File: src/rtl/itc_pkg.sv
package itc_pkg;
  localparam int unsigned CNT_W     = 14;
  localparam int unsigned CNT_LSB   = 10;
  localparam int unsigned BIT_U     = 6;
  localparam int unsigned BIT_S     = 7;
  localparam int unsigned BIT_M     = 9;
  localparam int unsigned BIT_VU    = 25;
  localparam int unsigned BIT_VS    = 26;
  localparam int unsigned TYPE_W    = 4;
  localparam logic [3:0]  TYPE_ICNT = 4'd3;

  typedef enum logic [1:0] {
    PRV_USER  = 2'd0,
    PRV_SUPV  = 2'd1,
    PRV_RSVD  = 2'd2,
    PRV_MACH  = 2'd3
  } prv_e;

  typedef struct packed {
    logic vs;
    logic vu;
    logic m;
    logic s;
    logic u;
  } mode_en_t;

  function automatic mode_en_t pick_enables(input logic [31:0] w);
    mode_en_t e;
    e.u  = w[BIT_U];
    e.s  = w[BIT_S];
    e.m  = w[BIT_M];
    e.vu = w[BIT_VU];
    e.vs = w[BIT_VS];
    return e;
  endfunction

  function automatic logic mode_allowed(input mode_en_t e, input logic [1:0] p,
                                        input logic v);
    logic ok;
    ok = 1'b0;
    if (v) begin
      case (p)
        PRV_USER: ok = e.vu;
        PRV_SUPV: ok = e.vs;
        default:  ok = 1'b0;
      endcase
    end else begin
      case (p)
        PRV_USER: ok = e.u;
        PRV_SUPV: ok = e.s;
        PRV_MACH: ok = e.m;
        default:  ok = 1'b0;
      endcase
    end
    return ok;
  endfunction

  function automatic logic [CNT_W-1:0] count_less_one(input logic [CNT_W-1:0] c);
    return c - CNT_W'(1);
  endfunction
endpackage

File: src/rtl/itc_mode_gate.sv
module itc_mode_gate
  import itc_pkg::*;
(
  input  mode_en_t   en,
  input  logic [1:0] priv,
  input  logic       virt,
  input  logic       retire,
  input  logic       ctx_match,
  input  logic       armed,
  output logic       mode_ok,
  output logic       step
);
  always_comb begin
    mode_ok = mode_allowed(en, priv, virt);
    step    = retire && ctx_match && armed && mode_ok;
  end
endmodule

File: src/rtl/itc_counter.sv
module itc_counter
  import itc_pkg::*;
(
  input  logic             clk,
  input  logic             rst_n,
  input  logic             load,
  input  logic [CNT_W-1:0] load_val,
  input  logic             step,
  output logic [CNT_W-1:0] cnt,
  output logic             armed,
  output logic             last_step,
  output logic             fire
);
  logic [CNT_W-1:0] cnt_q;
  logic             fire_q;

  always_comb begin
    armed     = (cnt_q != '0);
    last_step = step && !load && (cnt_q == CNT_W'(1));
  end

  always_ff @(posedge clk) begin
    if (!rst_n) begin
      cnt_q  <= '0;
      fire_q <= 1'b0;
    end else begin
      if (load) begin
        cnt_q <= load_val;
      end else if (step) begin
        cnt_q <= count_less_one(cnt_q);
      end
      fire_q <= last_step;
    end
  end

  assign cnt  = cnt_q;
  assign fire = fire_q;
endmodule

File: src/rtl/itc_field_codec.sv
module itc_field_codec
  import itc_pkg::*;
#(
  parameter int unsigned XLEN = 32
) (
  input  logic [XLEN-1:0]  wdata,
  input  mode_en_t         en_q,
  input  logic [CNT_W-1:0] cnt_q,
  output mode_en_t         wr_en,
  output logic [CNT_W-1:0] wr_cnt,
  output logic [XLEN-1:0]  rd_word
);
  localparam int unsigned TYPE_LSB = XLEN - TYPE_W;

  always_comb begin
    wr_en  = pick_enables(wdata[31:0]);
    wr_cnt = wdata[CNT_LSB +: CNT_W];
  end

  always_comb begin
    rd_word                     = '0;
    rd_word[TYPE_LSB +: TYPE_W] = TYPE_ICNT;
    rd_word[CNT_LSB +: CNT_W]   = cnt_q;
    rd_word[BIT_U]              = en_q.u;
    rd_word[BIT_S]              = en_q.s;
    rd_word[BIT_M]              = en_q.m;
    rd_word[BIT_VU]             = en_q.vu;
    rd_word[BIT_VS]             = en_q.vs;
  end
endmodule

File: src/rtl/itc_trigger.sv
module itc_trigger
  import itc_pkg::*;
#(
  parameter int unsigned XLEN = 32
) (
  input  logic             clk,
  input  logic             rst_n,
  input  logic             retire_i,
  input  logic [1:0]       priv_i,
  input  logic             virt_i,
  input  logic             ctx_match_i,
  input  logic             csr_wr,
  input  logic [XLEN-1:0]  csr_wdata,
  output logic [XLEN-1:0]  ctl_rd,
  output logic [CNT_W-1:0] cnt_o,
  output logic             fire_o
);
  mode_en_t         en_q;
  mode_en_t         wr_en;
  logic [CNT_W-1:0] wr_cnt;
  logic [CNT_W-1:0] cnt_q;
  logic             cnt_armed;
  logic             cnt_step;
  logic             mode_ok;
  logic             last_step;

  always_ff @(posedge clk) begin
    if (!rst_n) begin
      en_q <= '0;
    end else if (csr_wr) begin
      en_q <= wr_en;
    end
  end

  itc_field_codec #(.XLEN(XLEN)) u_codec (
    .wdata   (csr_wdata),
    .en_q    (en_q),
    .cnt_q   (cnt_q),
    .wr_en   (wr_en),
    .wr_cnt  (wr_cnt),
    .rd_word (ctl_rd)
  );

  itc_mode_gate u_gate (
    .en        (en_q),
    .priv      (priv_i),
    .virt      (virt_i),
    .retire    (retire_i),
    .ctx_match (ctx_match_i),
    .armed     (cnt_armed),
    .mode_ok   (mode_ok),
    .step      (cnt_step)
  );

  itc_counter u_cnt (
    .clk       (clk),
    .rst_n     (rst_n),
    .load      (csr_wr),
    .load_val  (wr_cnt),
    .step      (cnt_step),
    .cnt       (cnt_q),
    .armed     (cnt_armed),
    .last_step (last_step),
    .fire      (fire_o)
  );

  assign cnt_o = cnt_q;
endmodule

File: config.mk
export PLATFORM = sky130hd
export DESIGN_NAME = itc_trigger
export DESIGN_NICKNAME = d
export VERILOG_FILES = /design/src/rtl/itc_pkg.sv /design/src/rtl/itc_mode_gate.sv /design/src/rtl/itc_counter.sv /design/src/rtl/itc_field_codec.sv /design/src/rtl/itc_trigger.sv
export SDC_FILE = /design/constraint.sdc
export NUM_CORES = 1
export LEC_CHECK = 0
export BUFFER_PORTS_ARGS = -buffer_cell sky130_fd_sc_hd__buf_2
export CORE_MARGIN = 2
export CORE_UTILIZATION = 25
export DETAILED_ROUTE_END_ITERATION = 7
export PLACE_DENSITY = 0.49
export SLEW_MARGIN = 20
export SYNTH_ARGS = -nofsm -noshare
export SYNTH_HDL_FRONTEND = slang
export SYNTH_HIERARCHICAL = 1
export SYNTH_SLANG_ARGS = --single-unit
File: constraint.sdc
create_clock -name clk -period 2.9 [get_ports clk]
set_input_delay 0.29 -clock clk [delete_from_list [all_inputs] [get_ports clk]]
set_output_delay 0.29 -clock clk [all_outputs]
set_load 0.02 [all_outputs]
==> impl_metrics.toml, run 1 <==
[run_status]
status = "finished, final reports clean"

[synthesis]
synthCells = 173
post_synth_instance_area_um2 = 1500
yosys_warnings = 6
syn_avg_cell_area_um2 = 8.65

[die]
die_y_um = 81.4
std_cell_rows = 28
start_util_pct = 25.6
die_x_um = 81.4
coreArea_um2 = 5850
io_pins = 87
dieArea_um2 = 6620

[grt]
overflow = 0
grt_pass1_vias = 889
antenna_found_initial = 0
grt_pass1_wl_mm = 4.38
grt_usage_pct = 8.65
grt_max_degree = 21

[worst_setup_path]
cpLargestDelayFamily = "simple AND/OR/NAND/NOR gates"
slowest_delay_ns = 0.60
cp_max_fo = 7
critical_path_buf_inv_count = 0
start_kind = "flop"
slowest_stage = "or3b_2"
cp.arrival_ns = 2.59
crit_chain = "or2_1 -> nor2_1 -> nand4b_1 -> o2111a_1 -> or3b_2 -> nor3_1 -> xnor2_1 -> a21oi_1"
required_ns = 3.02
crit_path_end_kind = "flop"
path_class = "flop to flop"

[detailed_routing]
post-route-drc-count = 0
drt_iter0_drc = 20
vias_per_cell = 3.91
antenna_left = 0
vias = 1032
postRouteWirelength_mm = 2.91
firstDrtPassIters = 4
detail_route.wl_per_cell_um = 11.0

[pwr]
p_sw_mw = 0.221
p_int_mw = 0.451
vdd_ir_drop_max_uv = 195
clkPwrFrac_pct = 26.8
power.density_nw_per_um2 = 434
comb_power_share_pct = 26.4
p_total_mw = 0.672
p_leak_nw = 0.715
seq_power_share_pct = 46.8
power_switching_share_pct = 32.8

[sta]
period_share_pct = 85.2
clock.fmax_mhz = 405
report.final.slew_viol_count = 0
rsz0062_at_grt = "no"
setup_viol = 0
clock_skew_ns = 0.00340
layout_min_cycle_time_ns = 2.47
finalSetupTns_ns = 0
hold_viol = 0
slew_headroom_pct = 63.6
worstMarginPinSlew_ns = 0.546

[cts]
cts_setup_buffers = 0
cts_tree = "built"
numClockSinks = 20
clock-root-buffer = "clkbuf_8"
cts_hold_buf = 0
cts_made_buffers = 3
clk_pin_slew_ns = 0.07
ctsResizeCount = 0
clock_latency_ns = 0.25
clockBufferDepth = 2
cts.htree.levels = 1

[hold_path]
hold_class = "input port to flop"

[finish]
layout-drive-gt1-share_pct = 37.0
n_antenna_cell = 0
fillCellCount = 658
area_growth_pct = 3.43
layout.nets = 233

[job]
cap_violations = 0

[placed_design]
place_congestion = 0.661
dp.final_hpwl_mm = 2.21
port_buffers = 60
==> registers in the layout, summed over array words and instances, names as in the netlist <==
signal      count
u_cnt/fire      1
u_cnt/cnt      14
en_q            5
==> tightest hold or removal path: stages <==
cell     delay, ns
buf_2         0.07
mux2i_1       0.06
nor2b_1       0.09
==> layout make-up <==
cell class / instances / area (µm²) / area share [%]
multi-input combinational: 103 / 701 / 45.3
tap: 75 / 93.8 / 6.06
inverter: 3 / 11.3 / 0.728
clock buffer: 3 / 41.3 / 2.67
sequential: 20 / 400 / 25.9
timing repair buffer: 60 / 300 / 19.4
==> worst paths after layout <==
path / start / to / slack [ns] / depth (start not counted)
worst max register to register: u_cnt/cnt[2] / u_cnt/cnt[7] / 0.43 / 8
worst min-delay path: csr_wdata[26] / en_q[4] / 0.30 / 3
worst max-delay path: u_cnt/cnt[2] / u_cnt/cnt[7] / 0.43 / 8
worst min register to register: en_q[2] / en_q[2] / 0.54 / 2
==> power groups by stage <==
| stage | sequential [mW] | combinational [mW] | clock (mW) |
|---|---|---|---|
| 4_1_cts | 0.315 | 0.180 | 0.195 |
| 3_3_place_gp | 0.321 | 0.179 | 0 |
| 6_report | 0.314 | 0.177 | 0.180 |
| 5_1_grt | 0.318 | 0.196 | 0.202 |
| 2_1_floorplan | 0.333 | 0.165 | 0 |
| 3_5_place_dp | 0.321 | 0.179 | 0 |
==> through the flow <==
step / instances / setup slack [ns] / instance area [µm²] / hold WS [ns] / util, %
floorplan: 184 / 0.527 / 1540 / 0.418 / -
global placement: 261 / 0.379 / 1510 / 0.527 / 25.7
detailed placement: 261 / 0.411 / 1510 / 0.531 / 25.7
CTS: 264 / 0.385 / 1550 / 0.288 / 26.5
global route: 264 / 0.177 / 1550 / 0.301 / 26.5
finish: 264 / 0.430 / 1550 / 0.296 / 26.5
==> layout by cell type (no fill, tap or decap), types with 5 or more instances in the layout <==
cell type	instances
o21ai_0	13
buf_2	60
nor2b_1	6
dfxtp_1	20
xnor2_1	11
mux2i_1	7
conb_1	13
nor2_1	5
a21oi_1	11
==> routing by layer <==
layer | global-route usage, % | vias to the layer above | wire, µm
met3 | 3.56 | 2 | 285
met2 | 13.4 | 45 | 1190
met1 | 11.6 | 435 | 1420
li1 | - | 550 | -
met5 | 0 | - | 0
met4 | 1.02 | 0 | 13
(Power assumes the default switching activity.)
==> run 2, diff against run 1 <==
SYNTH_HIERARCHICAL = unset   (was 1)
==> impl_metrics.toml, run 2 <==
[run_status]
status = "finished, final reports clean"

[hold_path]
min-delay-start = "csr_wdata[21]"
hold_class = "input port to flop"

[die]
die_y_um = 80.8
coreArea_um2 = 5610
dieArea_um2 = 6520
std_cell_rows = 27
die_x_um = 80.8
io_pins = 87
start_util_pct = 26.3

[detailed_routing]
wl_met2_mm = 1.70
drt_iter0_drc = 43
postRouteWirelength_mm = 3.82
antenna_left = 0
top_layer = "met4"
vias = 1329
vias_per_cell = 4.65
firstDrtPassIters = 4
wl_met1_mm = 1.83
post-route-drc-count = 0
route.met3.wl_um = 266
detail_route.wl_per_cell_um = 13.4

[synthesis]
ys_seq_area_share_pct = 27.2
syn_avg_cell_area_um2 = 8.56
synthCells = 172
async_flop_share_pct = 0
synth_most_common_cell = "buf_4"
yosys_most_used_dff = "dfxtp_1"
synth_cell_types = 47
ys_ff_latch = 20
netlist_top_cells_area = "dfxtp_1 27%, buf_4 14%, mux2i_1 5.4%"
post_synth_instance_area_um2 = 1470
yosys_warnings = 0
synth_common_cells = "27 x buf_4, 20 x dfxtp_1, 13 x o21ai_0"
post-synth-top-area-fraction_pct = 27.2
synth_edf_count = 0
yosys.area.top_type = "dfxtp_1"

[cts]
cts_setup_buffers = 0
numClockSinks = 20
clock_latency_ns = 0.26
cts_hold_buf = 0
clockBufferDepth = 2
ctsResizeCount = 0
clk_pin_slew_ns = 0.08
clock-root-buffer = "clkbuf_8"
cts_tree = "built"
cts.htree.levels = 1
cts_made_buffers = 3

[placed_design]
post-place-ws_ns = 0.860
port_buffers = 60
place_congestion = 0.754
dp.final_hpwl_mm = 2.90
place_inst = 282

[grt]
grt_pass1_vias = 1262
overflow = 0
grt_max_degree = 22
grt_pass1_wl_mm = 5.84
antenna_found_initial = 0
grt_usage_pct = 11.7

[worst_setup_path]
crit_path_end_kind = "flop"
crit_path_start = "u_cnt.cnt[0]"
reg2reg_from = "u_cnt.cnt[0]"
path_class = "flop to flop"
start_kind = "flop"
cp.arrival_ns = 2.24
required_ns = 3.11
cp_max_fo = 7

[pwr]
p_total_mw = 0.824
vdd_ir_drop_max_uv = 172
p_leak_nw = 0.773
power.density_nw_per_um2 = 480

[sta]
setup_viol = 0
rsz0062_at_grt = "no"
clock_skew_ns = 0.00415
period_share_pct = 70.0
report.final.slew_viol_count = 0
clock.fmax_mhz = 493
finalSetupTns_ns = 0
worstMarginPinSlew_ns = 0.769
layout_min_cycle_time_ns = 2.03
hold_viol = 0
setup_ws_ns = 0.871
slew_headroom_pct = 48.7

[finish]
layout-drive-gt1-share_pct = 35.5
layout.nets = 257
final_cells = 286
largest_reg_flops = 14
layout_common_cells = "60 x buf_2, 20 x dfxtp_1, 13 x o21ai_0, 13 x conb_1, 12 x nor2_1"
fillCellCount = 647
area_growth_pct = 16.7
n_antenna_cell = 0
final_common_cell = "buf_2"

[job]
cap_violations = 0
-- run 2: report_power, final --
part           internal, mW  switching (mW)
registers             0.293          0.0295
logic                0.0790           0.140
clock network         0.184          0.0990
-- run 2: worst paths after layout --
kind,endpoint,cells after the start,slack [ns]
max,u_cnt.cnt[11],7,0.87
min,u_cnt.cnt[11],2,0.25
max reg2reg,u_cnt.cnt[11],7,0.87
min reg2reg,en_q[3],2,0.52
-- run 2: layout make-up --
cell class	count	area, µm²	share of cell area [%]
Timing Repair Buffer	60	300	17.5
Sequential cell	20	400	23.3
Clock inverter	1	30.0	1.75
Tap cell	72	90.1	5.24
Multi-Input combinational cell	121	822	47.9
Clock buffer	3	41.3	2.40
Inverter	9	33.8	1.97
-- run 2: cells by family after synthesis --
logic type / Yosys count / synth area share, %
buffers and inverters: 42 / 19.8
flip-flops: 20 / 27.2
AO/OA/AOI/OAI: 39 / 18.7
adder cells (fa/ha/maj): 2 / 1.70
other: 2 / 0.510
multiplexers: 9 / 6.20
AND/OR/NAND/NOR: 58 / 25.9
-- run 2: layer usage --
metal / GRT usage (%) / up-vias
met1: 15.1 / 602
met2: 18.9 / 48
met5: 0 / -
met3: 2.89 / 2
li1: - / 677
met4: 4.58 / 0
-- run 2: critical path, cell delays in order (launching register included) --
cell       delay (ns)
dfxtp_1          0.46
inv_1            0.09
ha_1             0.22
nor3b_1          0.15
and4_1           0.26
a2111oi_2        0.40
mux2i_1          0.24
o211a_1          0.15
-- run 2: per-stage QoR --
stage	utilization, %	cell area [µm²]	hold slack, ns
finish	30.6	1720	0.248
global placement	29.4	1650	0.498
CTS	30.6	1720	0.248
detailed placement	29.4	1650	0.507
global route	30.6	1720	0.266
floorplan	-	1510	0.428
==> run 3, diff against run 2 <==
ABC_AREA = 1   (was unset)
PLACE_DENSITY = 0.5   (was 0.49)
clock period = 1.71 ns   (was 2.9 ns; I/O delays follow)
==> impl_metrics.toml, run 3 <==
[worst_setup_path]
path_class = "flop to flop"
crit_path_end_kind = "flop"
cp_max_fo = 9
cpLargestDelayFamily = "simple AND/OR/NAND/NOR gates"
start_kind = "flop"
critical_path_buf_inv_count = 2
reg2reg_setup_slack_ns = 0.16
cp.arrival_ns = 1.73
crit_chain = "inv_1 -> ha_1 -> nand2_2 -> nor2_4 -> a21oi_2 -> nand2_4 -> buf_12 -> nand3_1 -> a21oi_1"
slowest_stage = "dfxtp_2"
slowest_delay_ns = 0.32
required_ns = 1.89

[cts]
clockBufferDepth = 2
clk_pin_slew_ns = 0.08
cts.htree.levels = 1
clock_latency_ns = 0.26
cts_made_buffers = 3
clock-root-buffer = "clkbuf_8"
cts_tree = "built"
cts_hold_buf = 0
numClockSinks = 20
ctsResizeCount = 0
cts_setup_buffers = 0

[detailed_routing]
wl_met1_mm = 1.92
top_layer = "met4"
wl_met2_mm = 2.07
route.met3.wl_um = 242
vias = 1603
vias_per_cell = 4.27
post-route-drc-count = 0
antenna_left = 0
firstDrtPassIters = 4
drt_iter0_drc = 86
detail_route.wl_per_cell_um = 11.3
postRouteWirelength_mm = 4.25

[sta]
finalSetupTns_ns = 0
report.final.slew_viol_count = 0
clock.fmax_mhz = 645
period_share_pct = 90.7
hold_viol = 0
worstMarginPinSlew_ns = 0.507
setup_viol = 0
rsz0062_at_grt = "no"
worst_hold_slack_ns = 0.142
layout_min_cycle_time_ns = 1.55
slew_headroom_pct = 66.2
clock_skew_ns = 0.00846

[finish]
layout.nets = 344
seq_area_um2 = 403
layout-drive-gt1-share_pct = 30.0
n_antenna_cell = 0
layout_common_cells = "74 x nand2_1, 60 x buf_2, 28 x nand3_1"
area_growth_pct = 24.8
final_util_pct = 32.2
fillCellCount = 666
final_common_cell = "nand2_1"
largest_reg_flops = 14
multi_input_area_um2 = 857

[synthesis]
yosys_warnings = 0
ys_ff_latch = 20
synth_edf_count = 0
synth_most_common_cell = "nand2_1"
synthCells = 245
syn_avg_cell_area_um2 = 6.24
ys_seq_area_share_pct = 26.2
post-synth-top-area-fraction_pct = 26.2
netlist_top_cells_area = "dfxtp_1 26%, nand2_1 18%, buf_4 13%"
async_flop_share_pct = 0
yosys_most_used_dff = "dfxtp_1"
post_synth_instance_area_um2 = 1530
yosys.area.top_type = "dfxtp_1"
synth_cell_types = 26
synth_common_cells = "74 x nand2_1, 28 x nand3_1, 27 x buf_4"

[grt]
overflow = 0
grt_pass1_wl_mm = 6.73
antenna_found_initial = 0
grt_usage_pct = 13.0
grt_pass1_vias = 1443
grt_max_degree = 35

[placed_design]
place_congestion = 0.872
port_buffers = 60
dp.final_hpwl_mm = 3.28

[pwr]
p_leak_nw = 1.04
vdd_ir_drop_max_uv = 273
p_int_mw = 0.897
power.density_nw_per_um2 = 779
seq_power_share_pct = 35.6
p_sw_mw = 0.590
power_switching_share_pct = 39.7
comb_power_share_pct = 43.1
clkPwrFrac_pct = 21.2

[hold_path]
hold_class = "input port to flop"

[die]
coreArea_um2 = 5920
io_pins = 87
start_util_pct = 25.8
die_y_um = 82.2
dieArea_um2 = 6760
std_cell_rows = 28
die_x_um = 82.2

[job]
cap_violations = 0

[run_status]
status = "finished, final reports clean"
-- run 3: changes by cell type after synthesis, sizes merged, moves of 8 or more --
cell / delta
nand2: +73
inv: +8
nor2: +9
mux2i: -8
nand3: +25
a21oi: +16
-- run 3: stage by stage --
stage               setup slack [ns]  cell area, µm²  std cells  power (mW)
CTS                           0.0442            1900        375        1.51
floorplan                     0.0335            1570        256        1.02
detailed placement            0.0648            1860        372        1.18
finish                         0.159            1910        375        1.49
global route                  0.0233            1910        375        1.62
global placement               0.159            1860        372        1.18
-- run 3: path summary, 6_finish.rpt --
kind | cells past startpoint | endpoint | from
worst max-delay path | 9 | u_cnt.cnt[1] | u_cnt.cnt[0]
worst min-delay path | 3 | en_q[2] | csr_wdata[9]
worst max register to register | 9 | u_cnt.cnt[1] | u_cnt.cnt[0]
worst min register to register | 2 | en_q[3] | en_q[3]
-- run 3: worst register-to-register path, delay by kind of cell, from the launching register on --
family	cells	cell delay, ns
AND/OR/NAND/NOR	4	0.49
flip-flops	1	0.32
AO/OA/AOI/OAI	2	0.24
buffers and inverters	2	0.22
adder cells (fa/ha/maj)	1	0.20
-- run 3: routing by layer --
layer  track usage (%)  up-vias
li1                  -      849
met1              16.0      705
met2              23.4       47
met3              1.96        2
met4              3.33        0
met5                 0        -
-- run 3: kinds of logic (layout without fill, tap and decap cells) --
kind of cell | Yosys count | in the layout | share of synthesized area, %
and+or+nand+nor | 132 | 132 | 37.4
buffers and inverters | 53 | 97 | 21.0
AOI/OAI and AO/OA | 32 | 32 | 11.0
DFF | 20 | 20 | 26.2
xor gates and xnor gates | 4 | 4 | 2.29
adders and majority gates | 2 | 2 | 1.64
other | 2 | 13 | 0.491
-- run 3: power groups by stage --
stage	sequential, mW	combinational [mW]	clock (mW)
after floorplan	0.596	0.424	0
after global placement	0.540	0.637	0
after detailed placement	0.541	0.643	0
after CTS	0.530	0.645	0.335
after global routing	0.535	0.723	0.357
final	0.530	0.641	0.316
-- run 3: area by class of cell --
class                   count  area share (%)
repair buffers             76            23.3
clock buffers               3            2.16
inverters                  18            3.54
flip-flops and latches     20            21.1
well taps                  75            4.92
multi-input cells         183            44.9
